===== src/rtl/dbuf_pkg.sv =====
package dbuf_pkg;
    localparam int FLAG_N    = 5;
    localparam int FL_TX_RDY = 0;
    localparam int FL_RX_RDY = 1;
    localparam int FL_TX_UDF = 2;
    localparam int FL_RX_OVR = 3;
    localparam int FL_SINGLE = 4;

    typedef logic [FLAG_N-1:0] flag_vec_t;
endpackage


===== src/rtl/dbuf_store.sv =====
module dbuf_store #(
    parameter int DW    = 16,
    parameter int BYTES = 4,
    localparam int W    = BYTES * 8,
    localparam int HALF = DW / 8,
    localparam int CW   = $clog2(BYTES + 1)
) (
    input  logic          clk,
    input  logic          rst_n,
    input  logic          big_end,
    input  logic          host_wr,
    input  logic          host_wr_byte,
    input  logic [DW-1:0] host_wdata,
    input  logic          host_rd,
    input  logic          tx_pop,
    input  logic          rx_push,
    input  logic [7:0]    rx_byte,
    output logic [DW-1:0] host_rdata,
    output logic [7:0]    tx_byte,
    output logic [CW-1:0] tx_cnt,
    output logic [CW-1:0] rx_cnt,
    output logic          ev_wr_ok,
    output logic          ev_tx_busy,
    output logic          ev_rx_empty,
    output logic          ev_single
);
    logic [W-1:0]  hold_q, hold_d;
    logic [CW-1:0] tcnt_q, tcnt_d, rcnt_q, rcnt_d;
    logic [DW-1:0] pair, lanes;

    // Order a 16-bit word so that the earlier byte lands in the upper lane,
    // because transmit drains from the most significant pending lane.
    for (genvar i = 0; i < HALF; i++) begin : g_pair
        assign pair[i*8 +: 8] = big_end ? host_wdata[i*8 +: 8]
                                        : host_wdata[(HALF-1-i)*8 +: 8];
    end

    // Receive lanes beyond the held count read as zero, then optional swap.
    for (genvar i = 0; i < HALF; i++) begin : g_lane
        assign lanes[i*8 +: 8] = (rcnt_q > CW'(i)) ? hold_q[i*8 +: 8] : 8'h00;
        assign host_rdata[i*8 +: 8] = big_end ? lanes[(HALF-1-i)*8 +: 8]
                                              : lanes[i*8 +: 8];
    end

    always_comb begin
        tx_byte = 8'h00;
        for (int i = 0; i < BYTES; i++) begin
            if (tcnt_q == CW'(i + 1)) tx_byte = hold_q[i*8 +: 8];
        end
    end

    always_comb begin
        hold_d    = hold_q;
        tcnt_d    = tcnt_q;
        rcnt_d    = rcnt_q;
        ev_single = 1'b0;
        ev_wr_ok  = host_wr && (tcnt_q <= CW'(BYTES - HALF));

        // transmit side
        if (tx_pop && (tcnt_q != '0)) tcnt_d = tcnt_d - CW'(1);
        if (ev_wr_ok) begin
            if (host_wr_byte) begin
                hold_d = {hold_q[W-9:0], host_wdata[7:0]};
                tcnt_d = tcnt_d + CW'(1);
            end else begin
                hold_d = {hold_q[W-DW-1:0], pair};
                tcnt_d = tcnt_d + CW'(HALF);
            end
        end
        ev_tx_busy = ev_wr_ok && (tcnt_d > CW'(BYTES - HALF));

        // receive side: read first, then a push lands behind what is left
        if (host_rd) begin
            if (rcnt_q == CW'(1)) begin
                ev_single = 1'b1;
                rcnt_d    = '0;
            end else if ((rcnt_q != '0) && (rcnt_q <= CW'(HALF))) begin
                rcnt_d = '0;
            end else if (rcnt_q > CW'(HALF)) begin
                hold_d = hold_d >> DW;
                rcnt_d = rcnt_q - CW'(HALF);
            end
        end
        ev_rx_empty = host_rd && (rcnt_d == '0);
        if (rx_push && (rcnt_d < CW'(BYTES))) begin
            for (int i = 0; i < BYTES; i++) begin
                if (rcnt_d == CW'(i)) hold_d[i*8 +: 8] = rx_byte;
            end
            rcnt_d = rcnt_d + CW'(1);
        end
    end

    always_ff @(posedge clk or negedge rst_n) begin
        if (!rst_n) begin
            hold_q <= '0;
            tcnt_q <= '0;
            rcnt_q <= '0;
        end else begin
            hold_q <= hold_d;
            tcnt_q <= tcnt_d;
            rcnt_q <= rcnt_d;
        end
    end

    assign tx_cnt = tcnt_q;
    assign rx_cnt = rcnt_q;

    assert_full_write_ignored_R1: assert property (@(posedge clk) disable iff (!rst_n)
        (host_wr && (tcnt_q > CW'(BYTES - HALF)) && !tx_pop) |=> (tcnt_q == $past(tcnt_q)));
    assert_empty_pop_R4: assert property (@(posedge clk) disable iff (!rst_n)
        (tx_pop && (tcnt_q == '0) && !host_wr) |=> (tcnt_q == '0));
    assert_empty_read_zero_R8: assert property (@(posedge clk) disable iff (!rst_n)
        (host_rd && (rcnt_q == '0)) |-> (host_rdata == '0));
    assert_full_push_ignored_R11: assert property (@(posedge clk) disable iff (!rst_n)
        (rx_push && (rcnt_q == CW'(BYTES)) && !host_rd) |=> (rcnt_q == CW'(BYTES)));
    assert_levels_bounded_R1: assert property (@(posedge clk) disable iff (!rst_n)
        (tcnt_q <= CW'(BYTES)) && (rcnt_q <= CW'(BYTES)));
endmodule


===== src/rtl/dbuf_flags.sv =====
module dbuf_flags
    import dbuf_pkg::*;
(
    input  logic      clk,
    input  logic      rst_n,
    input  flag_vec_t set_i,
    input  flag_vec_t clr_i,
    output flag_vec_t flags_o
);
    for (genvar i = 0; i < FLAG_N; i++) begin : g_flag
        always_ff @(posedge clk or negedge rst_n) begin
            if (!rst_n) flags_o[i] <= 1'b0;
            else        flags_o[i] <= (flags_o[i] & ~clr_i[i]) | set_i[i];
        end
    end

    assert_set_wins_R10: assert property (@(posedge clk) disable iff (!rst_n)
        (set_i != '0) |=> ((flags_o & $past(set_i)) == $past(set_i)));
endmodule


===== src/rtl/dbuf_top.sv =====
module dbuf_top
    import dbuf_pkg::*;
#(
    parameter int DW    = 16,
    parameter int BYTES = 4,
    localparam int CW   = $clog2(BYTES + 1)
) (
    input  logic              clk,
    input  logic              rst_n,
    input  logic              big_end,
    input  logic              master_rx,
    input  logic              host_wr,
    input  logic              host_wr_byte,
    input  logic [DW-1:0]     host_wdata,
    input  logic              host_rd,
    output logic [DW-1:0]     host_rdata,
    input  logic              tx_pop,
    output logic [7:0]        tx_byte,
    output logic [CW-1:0]     tx_level,
    input  logic              rx_push,
    input  logic [7:0]        rx_byte,
    output logic [CW-1:0]     rx_level,
    input  logic              set_tx_rdy,
    input  logic              set_rx_rdy,
    input  logic              set_tx_udf,
    input  logic              set_rx_ovr,
    input  logic [FLAG_N-1:0] flag_clr,
    output logic [FLAG_N-1:0] status,
    output logic              rx_drained,
    output logic              seq_resume
);
    logic      ev_wr_ok, ev_tx_busy, ev_rx_empty, ev_single;
    flag_vec_t fset, fclr;

    dbuf_store #(.DW(DW), .BYTES(BYTES)) u_store (
        .clk         (clk),
        .rst_n       (rst_n),
        .big_end     (big_end),
        .host_wr     (host_wr),
        .host_wr_byte(host_wr_byte),
        .host_wdata  (host_wdata),
        .host_rd     (host_rd),
        .tx_pop      (tx_pop),
        .rx_push     (rx_push),
        .rx_byte     (rx_byte),
        .host_rdata  (host_rdata),
        .tx_byte     (tx_byte),
        .tx_cnt      (tx_level),
        .rx_cnt      (rx_level),
        .ev_wr_ok    (ev_wr_ok),
        .ev_tx_busy  (ev_tx_busy),
        .ev_rx_empty (ev_rx_empty),
        .ev_single   (ev_single)
    );

    always_comb begin
        fset            = '0;
        fset[FL_TX_RDY] = set_tx_rdy;
        fset[FL_RX_RDY] = set_rx_rdy;
        fset[FL_TX_UDF] = set_tx_udf;
        fset[FL_RX_OVR] = set_rx_ovr;
        fset[FL_SINGLE] = ev_single;

        fclr            = flag_clr;
        fclr[FL_TX_RDY] = flag_clr[FL_TX_RDY] | ev_tx_busy;
        fclr[FL_TX_UDF] = flag_clr[FL_TX_UDF] | ev_wr_ok;
        fclr[FL_RX_RDY] = flag_clr[FL_RX_RDY] | ev_rx_empty;
        fclr[FL_RX_OVR] = flag_clr[FL_RX_OVR] | host_rd;
    end

    dbuf_flags u_flags (
        .clk    (clk),
        .rst_n  (rst_n),
        .set_i  (fset),
        .clr_i  (fclr),
        .flags_o(status)
    );

    always_ff @(posedge clk or negedge rst_n) begin
        if (!rst_n) begin
            seq_resume <= 1'b0;
            rx_drained <= 1'b0;
        end else begin
            seq_resume <= host_rd;
            rx_drained <= ev_rx_empty && master_rx;
        end
    end

    assert_read_resumes_R9: assert property (@(posedge clk) disable iff (!rst_n)
        host_rd |=> seq_resume);
    assert_read_clears_ovr_R9: assert property (@(posedge clk) disable iff (!rst_n)
        (host_rd && !set_rx_ovr) |=> !status[FL_RX_OVR]);
    assert_single_flag_R7: assert property (@(posedge clk) disable iff (!rst_n)
        (host_rd && (rx_level == CW'(1))) |=> (status[FL_SINGLE] && (rx_level == '0 || $past(rx_push))));
    assert_write_clears_udf_R5: assert property (@(posedge clk) disable iff (!rst_n)
        (host_wr && (tx_level <= CW'(BYTES - DW/8)) && !set_tx_udf) |=> !status[FL_TX_UDF]);
endmodule


===== config.mk =====
export PLATFORM = sky130hd
export DESIGN_NAME = dbuf_top
export DESIGN_NICKNAME = d
export VERILOG_FILES = /design/src/rtl/dbuf_pkg.sv /design/src/rtl/dbuf_store.sv /design/src/rtl/dbuf_flags.sv /design/src/rtl/dbuf_top.sv
export SDC_FILE = /design/constraint.sdc
export NUM_CORES = 1
export LEC_CHECK = 0
export BUFFER_PORTS_ARGS = -buffer_cell sky130_fd_sc_hd__buf_2
export CAP_MARGIN = 20
export CORE_AREA = 2 2 87 89
export CTS_BUF_LIST = sky130_fd_sc_hd__clkbuf_4
export DETAILED_ROUTE_END_ITERATION = 6
export DIE_AREA = 0 0 89 91
export GPL_ROUTABILITY_DRIVEN = 0
export PLACE_DENSITY = 0.8
export SLEW_MARGIN = 25
export SYNTH_ARGS = -nofsm -noshare
export SYNTH_HDL_FRONTEND = slang
export SYNTH_SLANG_ARGS = --single-unit

===== constraint.sdc =====
create_clock -name clk -period 2.6 [get_ports clk]
set_clock_uncertainty 0.2 [all_clocks]
set_input_delay 0.39 -clock clk [delete_from_list [all_inputs] [get_ports clk]]
set_output_delay 0.39 -clock clk [all_outputs]
set_load 0.02 [all_outputs]

Word-level counts from Yosys, hierarchy flattened. Index checks and enable logic that the tools add are counted.

$add $sub $neg: 5. Order comparisons: 7. Equality and inequality tests: 8. Mux-type cells: 31. Bitwise operators: 19. Reductions and logical operators: 10.

Operators by type and width (count): 32-bit 2-to-1 mux (7); 8-bit 2-to-1 mux (14); 3-bit 2-to-1 mux (8); 3-bit by 2-bit equality test with 1-bit output (second input constant) (4); 3-bit by 1-bit equality test with 1-bit output (second input constant) (3); 1-bit bitwise OR (9); 1-bit logical AND (7); 3-bit by 1-bit adder with 3-bit output (second input constant) (2); 3-bit by 1-bit > comparator with 1-bit output (second input constant) (2); 3-bit by 2-bit > comparator with 1-bit output (second input constant) (2); 3-bit by 2-bit <= comparator with 1-bit output (second input constant) (2); 3-bit nonzero test (2); 1-bit bitwise AND (5); 1-bit NOT (5); 3-bit by 2-bit adder with 3-bit output (second input constant) (1); 3-bit equality test (second input constant) (1); 3-bit logical NOT (1); 3-bit < comparator (second input constant) (1); 3-bit by 1-bit subtractor with 3-bit output (second input constant) (1); 3-bit by 2-bit subtractor with 3-bit output (second input constant) (1); 1-bit 2-to-1 mux (2).

Register bits after elaboration: 45. Bits of input ports: 42. Output and inout bits: 37.

Longest topological paths before layout. Gate-level depths: netlist of run 1.

Depth in word-level cells: 12. Depth in mapped cells: 12.

By module. Synthesis of run 1 repeated with hierarchy kept, for this count alone.

Cell total of the unflattened synthesis: 418. Area, all modules: 3657.3 sq um.

Modules (own cells, without submodules): dbuf_store (times used 1, cells an instance 396, area an instance 3393.3 sq um); dbuf_flags (times used 1, cells an instance 15, area an instance 181.4 sq um); dbuf_top (times used 1, cells an instance 7, area an instance 82.6 sq um).

Worst setup path before layout of run 1. Ideal clock, no wire load.

Path kind: register to register. Start: register u_store.tcnt_q[0] (netlist: u_store.tx_cnt[0]). End: register u_flags.flags_o[0]. Setup time: 0.126 ns. Arrival: 2.494 ns. Slack: -0.221 ns. Stages on the path, launching flop included: 13. Buffers on the path: 1. Path through: dfrtp_1 -> inv_1 -> ha_1 -> clkbuf_1 -> nand2b_1 -> nand2_1 -> xnor2_1 -> ha_1 -> inv_1 -> a2bb2oi_1 -> a211o_1 -> a32oi_1 -> o31ai_1.

Longest elaborated chain between the ends: 12. Elaborated cells between the ends (all ways): 16.

Ends and longest elaborated chain: from (decl) (line dbuf_store.sv:28) `logic [CW-1:0] tcnt_q, tcnt_d, rcnt_q, rcnt_d;`; from (signal assigned) (line dbuf_store.sv:100) `tcnt_q <= tcnt_d;`; branches (longest 7 deep; another with 3-bit by 1-bit subtractor with 3-bit output); 1-bit logical AND * (line dbuf_store.sv:70) `ev_tx_busy = ev_wr_ok && (tcnt_d > CW'(BYTES - HALF));`; 1-bit bitwise OR * (line dbuf_top.sv:65) `fclr[FL_TX_RDY] = flag_clr[FL_TX_RDY] | ev_tx_busy;`; 1-bit NOT * (line dbuf_flags.sv:13) `else flags_o[i] <= (flags_o[i] & ~clr_i[i]) | set_i[i];`; 1-bit bitwise AND * (line dbuf_flags.sv:13); 1-bit bitwise OR * (line dbuf_flags.sv:13); to (signal, indexed assignment) (line dbuf_flags.sv:13); to (decl) (line dbuf_flags.sv:8) `output flag_vec_t flags_o`.

Every way passes the cells marked *.

Worst setup path after layout of run 1.
Start: register u_store.tcnt_q[1] (netlist: u_store.tx_cnt[1]). End: output port tx_byte[0].

Longest elaborated chain between the ends: 5. Elaborated cells between the ends (all ways): 8.

Ends and longest elaborated chain: 3-bit by 1-bit equality test with 1-bit output (line dbuf_store.sv:48) `if (tcnt_q == CW'(i + 1)) tx_byte = hold_q[i*8 +: 8];`; 8-bit 2-to-1 mux (3 in a row) (line dbuf_store.sv:48); 8-bit 2-to-1 mux * (line dbuf_store.sv:48); to (decl) (line dbuf_top.sv:18) `output logic [7:0] tx_byte,`.

Mark *: on every way between the ends. The rest lies on a longest branch, timed or not.

==> run summary, run 1 <==
Antenna diodes - 0
Antenna violations before repair - 0
DRC violations left - 0
Slew headroom - 0.601
TritonCTS buffer count - 5
CP peak stage delay - 0.50 ns
Routed WL - 10700 microns
Max Root-Sink Buffers - 2
Input/output buffers - 78
CTS root buf - clkbuf_4
Routing usage on met3 - 0.0364
Final hold slack - 0.0554 ns
Final-report max-slew violation count - 0
Slowest cell on the critical path - dfrtp_2
Synth Area in Compound Gates - 0.255
Max IR drop VDD - 0.000643 V
Cells after Synth - 422
CP Cell Sequence - buf_4, ha_2, a21oi_1, a21oi_1, o21ai_1, buf_2
Chip Height - 91 microns
Die footprint - 0.00810 sq mm
Critical Path RT - 2.01 ns
Largest family of logic cells by synthesized area - compound AO/OA/AOI/OAI gates
Mapped Avg Cell Area - 8.38 sq um
R2R cell count - 11
Worst-skew pair later-pin latency - 0.38 ns
Layout area overhead - 19.5%
Top-Level Pins - 79
Adder-cell area share of the yosys netlist - 0.0389
Avg WL per Cell - 17.9 microns
Crit path kind - flip-flop to primary output
Worst-Margin Slew - 0.599 ns
Pin count of the biggest net entering global routing - 43
Cell mode on critical path - a21oi_1
Post-layout min period - 2.52 ns
HP Class - primary input to flip-flop
Synth unique cells - 41
Post-synthesis sequential area ratio - 0.318
Most used DFF post-synth - dfrtp_1
Vias in the first global route - 3265
Critical path's top delay family - flip-flops
CP Max Fanout - 16
HPWL Detailed - 7730 microns
Status - complete, no violations
Fmax - 397 MHz
Core area - 0.00714 sq mm
Worst Setup Start Kind - flip-flop
Mapped cell area - 0.00354 sq mm
Cell Pwr Density - 1220 mW/mm^2
Grt ovf - 0
XOR/XNOR Fraction of Synth Area - 0.00990
Synth Area in Simple Gates - 0.168
Endpoints failing setup - 0
Nets - 550
Flops & latches, synth - 45
CTS HTree Levels - 2
Pleak - 0.00189 uW
First-pass GRT wire length - 16500 microns
DR vias/cell - 6.01
Final Power - 5160 uW
Site Rows - 31
Max-cap violations - 0
Final hold violations - 0
Mux share of post-synthesis cell area - 0.144
Met1 Use GR - 0.372
Mapped Nets - 475
Post-synth ARST share - 1.00
Number of DRC markers after the initial detailed-route iteration - 316
Worst path depth - 6
CTS Sinks - 45
CP Capture Type - primary output
Worst Path Arrival - 1.93 ns
Post-DRT Antenna Nets - 0
Fin crit share - 0.970
Number of enable flip-flop cells after synthesis - 0
Clock-pin transition on the worst setup and hold timing paths - 0.15 ns
Global Route Usage Sum - 0.262
Die X - 89 microns
Starting density of the core - 0.496
TritonCTS clock tree - yes
Hold path cells - 3
Met2 Resource Use GR - 0.417
Syn. warnings - 0
Most Crowded Layer GR - met2
Share of layout cells above drive strength 1 - 0.309
Crit path buf inv count - 2
Total number of vias - 3587
Unrepaired setup endpoints after global routing - true
DRT Pass-1 Iters - 5
## what timing repair did
| item | in CTS | in global routing |
|---|---|---|
| hold buffers | 8 | 0 |
| hold endpoints to repair | 27 | 0 |
| setup endpoints to repair | 8 | 29 |
| resized for setup | 8 | 12 |
| buffers inserted | 0 | 3 |
| pin swaps | 0 | 0 |
## synth_stat cells, drive strengths merged (2+ instances only)
library cell,instances,area share
a31o,2,0.0050
o21ai,44,0.074
and3,5,0.0088
ha,11,0.039
mux2,16,0.051
nand3b,8,0.017
clkbuf,16,0.017
nand2,59,0.063
xor2,2,0.0050
a21oi,42,0.059
nor2,19,0.021
nand2b,2,0.0035
inv,11,0.012
mux2i,33,0.093
nor2b,4,0.0078
nand3,28,0.040
o31ai,18,0.038
xnor2,2,0.0050
dfrtp,45,0.32
buf,19,0.037
a22o,24,0.059
## power by group
group	switching [uW]	internal, uW
clock	259	107
sequential	433	1010
combinational	1960	1400
## cells by family after synthesis
family,Yosys count
DFF,45
xor gates and xnor gates,4
buffers and inverters,46
adders and majority gates,11
and+or+nand+nor,129
AOI/OAI and AO/OA,138
muxes,49
## per-layer routing
metal,wire length (microns),share of wire
met1,4530,0.42
met2,5130,0.48
met3,806,0.076
met4,195,0.018
met5,0,0
## state kept, by name, summed over array words and instances, names as in the netlist
register         count
rx_drained           1
seq_resume           1
u_flags.flags_o      5
u_store.hold_q      32
u_store.rx_cnt       3
u_store.tx_cnt       3
## metrics by stage
step	setup WS (ns)	cells	cell area [sq um]	utilization	setup TNS (ns)
after floorplan	0.0288	422	3560	-	0
after global placement	0.203	578	4010	0.562	0
after detailed placement	0.0852	578	4010	0.562	0
after CTS	0.0416	594	4180	0.585	0
after global routing	-0.0709	597	4230	0.592	-0.0763
final	0.0781	597	4230	0.592	0
## worst reg2reg max path, cell delays in order (launching register included)
cell and delay [ns]:
dfrtp_2 0.50, inv_2 0.13, ha_2 0.22, nand2b_4 0.09, and3_1 0.21, nor2_2 0.15
ha_1 0.19, inv_1 0.06, a2bb2oi_1 0.12, a211o_1 0.29, a32oi_1 0.16, o31ai_1 0.09
## area by class of cell
class / count / area [sq um]
clock buffer: 5 / 37.5
clock inverter: 3 / 21.3
fill: 652 / 2910
inverter: 11 / 41.3
multi-input combinational: 331 / 2250
sequential: 45 / 1130
tap: 99 / 124
timing repair buffer: 103 / 626
## worst paths after layout
check                                    from                  to  slack [ns]
max                         u_store.tx_cnt[1]          tx_byte[0]        0.08
min                                rx_byte[1]  u_store.hold_q[17]        0.06
max reg2reg                 u_store.tx_cnt[1]  u_flags.flags_o[0]        0.09
min reg2reg                u_flags.flags_o[3]  u_flags.flags_o[3]        0.30
max in group asynchronous               rst_n  u_store.hold_q[23]        1.34
min in group asynchronous               rst_n  u_store.hold_q[28]        0.32
## cells in the final DEF, fill, tap and decap left out, types with 2 or more instances in the layout
master / n
a21oi_1: 41
a22o_1: 24
a31o_2: 2
and3_1: 4
buf_12: 2
buf_2: 77
buf_4: 16
clkbuf_4: 5
dfrtp_1: 43
dfrtp_2: 2
dlygate4sd3_1: 8
ha_1: 7
ha_2: 2
ha_4: 2
inv_1: 9
inv_2: 2
mux2_2: 16
mux2i_1: 33
nand2_1: 58
nand3_1: 28
nand3b_1: 8
nor2_1: 13
nor2_2: 6
nor2b_1: 3
o21ai_0: 22
o21ai_1: 11
o21ai_2: 11
o31ai_1: 18
xor2_1: 2
(Power assumes the default switching activity.)
==> run 2, diff against run 1 <==
--- a/config.mk
+++ b/config.mk
@@ -7,12 +7,14 @@
 export LEC_CHECK = 0
 export BUFFER_PORTS_ARGS = -buffer_cell sky130_fd_sc_hd__buf_2
 export CAP_MARGIN = 20
-export CORE_AREA = 2 2 87 89
+export CELL_PAD_IN_SITES_DETAIL_PLACEMENT = 1
+export CELL_PAD_IN_SITES_GLOBAL_PLACEMENT = 1
+export CORE_AREA = 2 2 100 102
 export CTS_BUF_LIST = sky130_fd_sc_hd__clkbuf_4
 export DETAILED_ROUTE_END_ITERATION = 6
-export DIE_AREA = 0 0 89 91
+export DIE_AREA = 0 0 102 104
 export GPL_ROUTABILITY_DRIVEN = 0
-export PLACE_DENSITY = 0.8
+export PLACE_DENSITY = 0.81
 export SLEW_MARGIN = 25
 export SYNTH_ARGS = -nofsm -noshare
 export SYNTH_HDL_FRONTEND = slang
==> run summary, run 2 (synthesis results as in run 1) <==
Worst r2r dst - u_flags.flags_o[0]
HP Class - primary input to flip-flop
R2R cell count - 11
HPWL Detailed - 9340 microns
Sum of negative setup slack - 0 ns
Most frequent cells in the layout - buf_2 (74), nand2_1 (58), dfrtp_1 (43)
Core Util, Final - 0.457
DR vias/cell - 5.71
Top-Level Pins - 79
Most flop-heavy register - u_store.hold_q
Post-layout min period - 2.56 ns
Most common cell after layout, fill and taps aside - buf_2
Chip Height - 104 microns
Max Root-Sink Buffers - 2
Worst-skew pair later-pin latency - 0.39 ns
Input/output buffers - 78
Reg-to-reg critical path startpoint - u_store.tx_cnt[1]
Final-report max-slew violation count - 0
Fmax - 390 MHz
Die X - 102 microns
CTS HTree Levels - 2
First-pass GRT wire length - 19900 microns
Die footprint - 0.0106 sq mm
CTS Sinks - 45
TritonCTS buffer count - 5
Antenna violations before repair - 0
Largest registers - u_store.hold_q: 32 flops, u_flags.flags_o: 5 flops
HP Start - rx_byte[2]
Crit path kind - flip-flop to primary output
Capture point of the critical path - tx_byte[1]
Max-cap violations - 0
Vias in the first global route - 3817
DRT Pass-1 Iters - 4
Max IR drop VDD - 0.000691 V
Unrepaired setup endpoints after global routing - true
Status - complete, no violations
Worst-Margin Slew - 0.638 ns
Fin crit share - 0.986
CP Max Fanout - 16
Clock-pin transition on the worst setup and hold timing paths - 0.16 ns
Number of DRC markers after the initial detailed-route iteration - 239
TritonCTS clock tree - yes
Starting density of the core - 0.370
Share of layout cells above drive strength 1 - 0.319
Pleak - 0.00193 uW
Endpoints failing setup - 0
Routed WL - 12700 microns
DRC violations left - 0
Site Rows - 36
Worst Path Arrival - 1.97 ns
Final hold violations - 0
Worst Setup SP - u_store.tx_cnt[1]
Critical Path RT - 2.01 ns
Avg WL per Cell - 20.0 microns
Total number of vias - 3619
CP Capture Type - primary output
R2R setup slack - 0.09 ns
Grt ovf - 0
Pin count of the biggest net entering global routing - 46
Worst Setup Start Kind - flip-flop
Core area - 0.00955 sq mm
Layout area overhead - 23.5%
Post-DRT Antenna Nets - 0
Cell Pwr Density - 1270 mW/mm^2
Nets - 553
Antenna diodes - 0
Max reg flops - 32
CTS root buf - clkbuf_4
Slew headroom - 0.574
Global Route Usage Sum - 0.240
-- run 2: cell count changes in the layout (fill, tap and decap cells not counted), moves of 3 or more --
cell,delta
a21oi_1,-3
a21oi_2,+3
buf_2,-3
buf_4,+4
o21ai_0,-4
o21ai_1,+4
-- run 2: per-layer routing --
| metal | share of wire | vias up | wire [microns] | track usage |
|---|---|---|---|---|
| li1 | - | 1677 | - | - |
| met1 | 0.40 | 1801 | 5130 | 0.307 |
| met2 | 0.51 | 111 | 6440 | 0.401 |
| met3 | 0.054 | 30 | 688 | 0.0403 |
| met4 | 0.033 | 0 | 423 | 0.0886 |
| met5 | 0 | - | 0 | 0 |
-- run 2: layout make-up --
type | count | area (sq um)
Fill cell | 1193 | 5180
Multi-Input combinational cell | 331 | 2270
Sequential cell | 45 | 1130
Timing Repair Buffer | 106 | 676
Tap cell | 133 | 166
Clock buffer | 6 | 45.0
Inverter | 11 | 43.8
Clock inverter | 2 | 38.8
-- run 2: timing repair --
| action | 4_1_cts | 5_1_grt |
|---|---|---|
| buffers inserted | 0 | 2 |
| endpoints found under the setup margin | 8 | 30 |
| endpoints found under the hold margin | 52 | 0 |
| hold buffers | 8 | 0 |
| gates resized for setup | 12 | 22 |
| pin swaps | 0 | 4 |
-- run 2: how the worst min path moves through the flow --
stage | endpoint | slack, ns | cells past startpoint
after global routing | u_store.hold_q[5] | 0.06 | 3
final | u_store.hold_q[2] | 0.06 | 3
after detailed placement | u_flags.flags_o[3] | 0.27 | 1
after global placement | u_flags.flags_o[3] | 0.26 | 1
after floorplan | rx_drained | -0.11 | 0
after CTS | u_store.hold_q[2] | 0.05 | 3
-- run 2: critical path, cell delays in order, from the launching register on --
cell      delay, ns
dfrtp_2        0.49
ha_4           0.19
buf_8          0.14
nand3b_1       0.17
a21oi_2        0.15
a21oi_2        0.04
o21ai_1        0.22
buf_4          0.19
-- run 2: report_power, final --
part	switching, uW	leakage (uW)	total [uW]	internal [uW]
sequential	488	0.000545	1490	1010
clock	257	0.0000459	473	215
combinational	2080	0.00134	3570	1480
total	2830	0.00193	5530	2700
-- run 2: through the flow --
stage	cells	hold slack [ns]	setup slack, ns	cell area [sq um]	power (uW)
after floorplan	422	-0.106	0.0288	3560	3690
after global placement	616	0.257	0.173	4090	4680
after CTS	632	0.0531	-0.0294	4270	5360
after global routing	634	0.0586	-0.0673	4370	5920
final	634	0.0598	0.0362	4370	5530
after detailed placement	616	0.270	0.0413	4090	4820
==> run 3, diff against run 2 <==
==> constraint.sdc (replaced) <==
create_clock -name clk -period 2.6 [get_ports clk]
set_clock_uncertainty 0.2 [all_clocks]
set_input_delay 0.52 -clock clk [delete_from_list [all_inputs] [get_ports clk]]
set_output_delay 0.52 -clock clk [all_outputs]
set_load 0.02 [all_outputs]
==> run summary, run 3 (synthesis results as in run 1) <==
Status - complete, no violations
Placed cell area - 0.00416 sq mm
Share of layout cells above drive strength 1 - 0.339
Crit path kind - flip-flop to primary output
Antenna diodes - 0
Worst-Margin Slew - 0.623 ns
Core area - 0.00955 sq mm
Die X - 102 microns
Slowest cell on the critical path - dfrtp_2
Input/output buffers - 78
Starting density of the core - 0.370
CP Max Fanout - 8
Final Power - 5640 uW
First-pass GRT wire length - 20100 microns
Top-Level Pins - 79
Fin area - 0.00441 sq mm
Dpl ws - 0.0511 ns
Final hold violations - 0
HP Class - primary input to flip-flop
Fin crit share - 0.999
Setup WS post-layout - 0.00291 ns
Max reg flops - 32
Site Rows - 36
Most common cell after layout, fill and taps aside - buf_2
Fmax - 385 MHz
Nets - 557
Pin count of the biggest net entering global routing - 43
Most flop-heavy register - u_store.hold_q
Max IR drop VDD - 0.000454 V
CP Cell Sequence - ha_4, buf_8, nand3b_1, a21oi_2, a21oi_2, o21ai_1, buf_4
Worst-skew pair later-pin latency - 0.36 ns
CP Capture Type - primary output
Non-Filler Instances - 637
Routed WL - 12900 microns
Pleak - 0.00195 uW
Unrepaired setup endpoints after global routing - true
TritonCTS clock tree - yes
Grt ovf - 0
Placed insts - 623
DR vias/cell - 5.80
Die footprint - 0.0106 sq mm
Chip Height - 104 microns
CTS Sinks - 45
Critical Path RT - 1.88 ns
Crit path buf inv count - 2
Cell Pwr Density - 1280 mW/mm^2
Core Util, Final - 0.461
Vias in the first global route - 3715
Total number of vias - 3695
Clock-pin transition on the worst setup and hold timing paths - 0.14 ns
Cell mode on critical path - a21oi_2
Number of DRC markers after the initial detailed-route iteration - 217
Worst Path Arrival - 1.88 ns
Antenna violations before repair - 0
Global Route Usage Sum - 0.242
DRC violations left - 0
Final-report max-slew violation count - 0
TritonCTS buffer count - 5
Post-layout min period - 2.60 ns
Worst Setup Start Kind - flip-flop
HPWL Detailed - 9470 microns
Post-DRT Antenna Nets - 0
Most frequent cells in the layout - buf_2 (70), nand2_1 (59), dfrtp_1 (41)
Critical path's top delay family - flip-flops
CP peak stage delay - 0.48 ns
Max-cap violations - 0
DRT Pass-1 Iters - 4
Endpoints failing setup - 0
CTS root buf - clkbuf_4
Layout area overhead - 24.5%
Slew headroom - 0.585
Largest registers - u_store.hold_q: 32 flops, u_flags.flags_o: 5 flops
Max Root-Sink Buffers - 2
Avg WL per Cell - 20.3 microns
CTS HTree Levels - 2
==> run 3: changes by cell type in the layout (fill, tap and decap cells not counted), moves of 2 or more <==
cell and delta:
dfrtp_2 +2, nor2_2 -2, a21oi_2 +3, buf_4 +11, dlygate4sd3_1 -7, a21oi_1 -3, dfrtp_1 -2, buf_2 -4
buf_6 +2
==> run 3: final cells by class <==
class / count / area, sq um
clock inverter: 1 / 3.75
sequential: 45 / 1130
timing repair buffer: 110 / 736
multi-input combinational: 331 / 2280
tap: 133 / 166
clock buffer: 6 / 45.0
inverter: 11 / 43.8
fill: 1201 / 5140
==> run 3: power by group <==
part / switching (uW) / internal, uW / leakage, uW / total (uW)
clock: 233 / 109 / 0.0000292 / 343
combinational: 2190 / 1640 / 0.00138 / 3840
sequential: 447 / 1010 / 0.000543 / 1460
==> run 3: worst paths after layout <==
kind / slack, ns / from / to / cells after the start
worst max-delay path: 0.003 / u_store.tx_cnt[1] / tx_byte[1] / 7
worst min-delay path: 0.13 / flag_clr[4] / u_flags.flags_o[4] / 2
worst max register to register: 0.09 / u_store.tx_cnt[1] / u_flags.flags_o[0] / 11
worst min register to register: 0.32 / u_flags.flags_o[3] / u_flags.flags_o[3] / 1
max in group asynchronous: 1.16 / rst_n / u_store.rx_cnt[1] / 3
min in group asynchronous: 0.47 / rst_n / u_store.hold_q[26] / 2
==> run 3: per-layer routing <==
metal	vias up	global-route usage	share of wire
met3	29	0.0343	0.060
met5	-	0	0
met1	1840	0.329	0.42
li1	1686	-	-
met2	140	0.383	0.49
met4	0	0.0981	0.037
==> run 3: timing repair <==
action / in CTS / in global routing
setup endpoints to repair: 24 / 23
buffers inserted: 1 / 4
hold endpoints to repair: 19 / 0
cloned: 0 / 1
resized for setup: 18 / 24
hold buffers: 1 / 0
pin swaps: 2 / 14
==> run 3: metrics by stage <==
step | hold slack [ns] | setup TNS, ns
detailed placement | 0.294 | 0
global route | 0.129 | -0.520
floorplan | 0.0244 | 0
global placement | 0.255 | 0
CTS | 0.125 | -0.00690
finish | 0.131 | 0
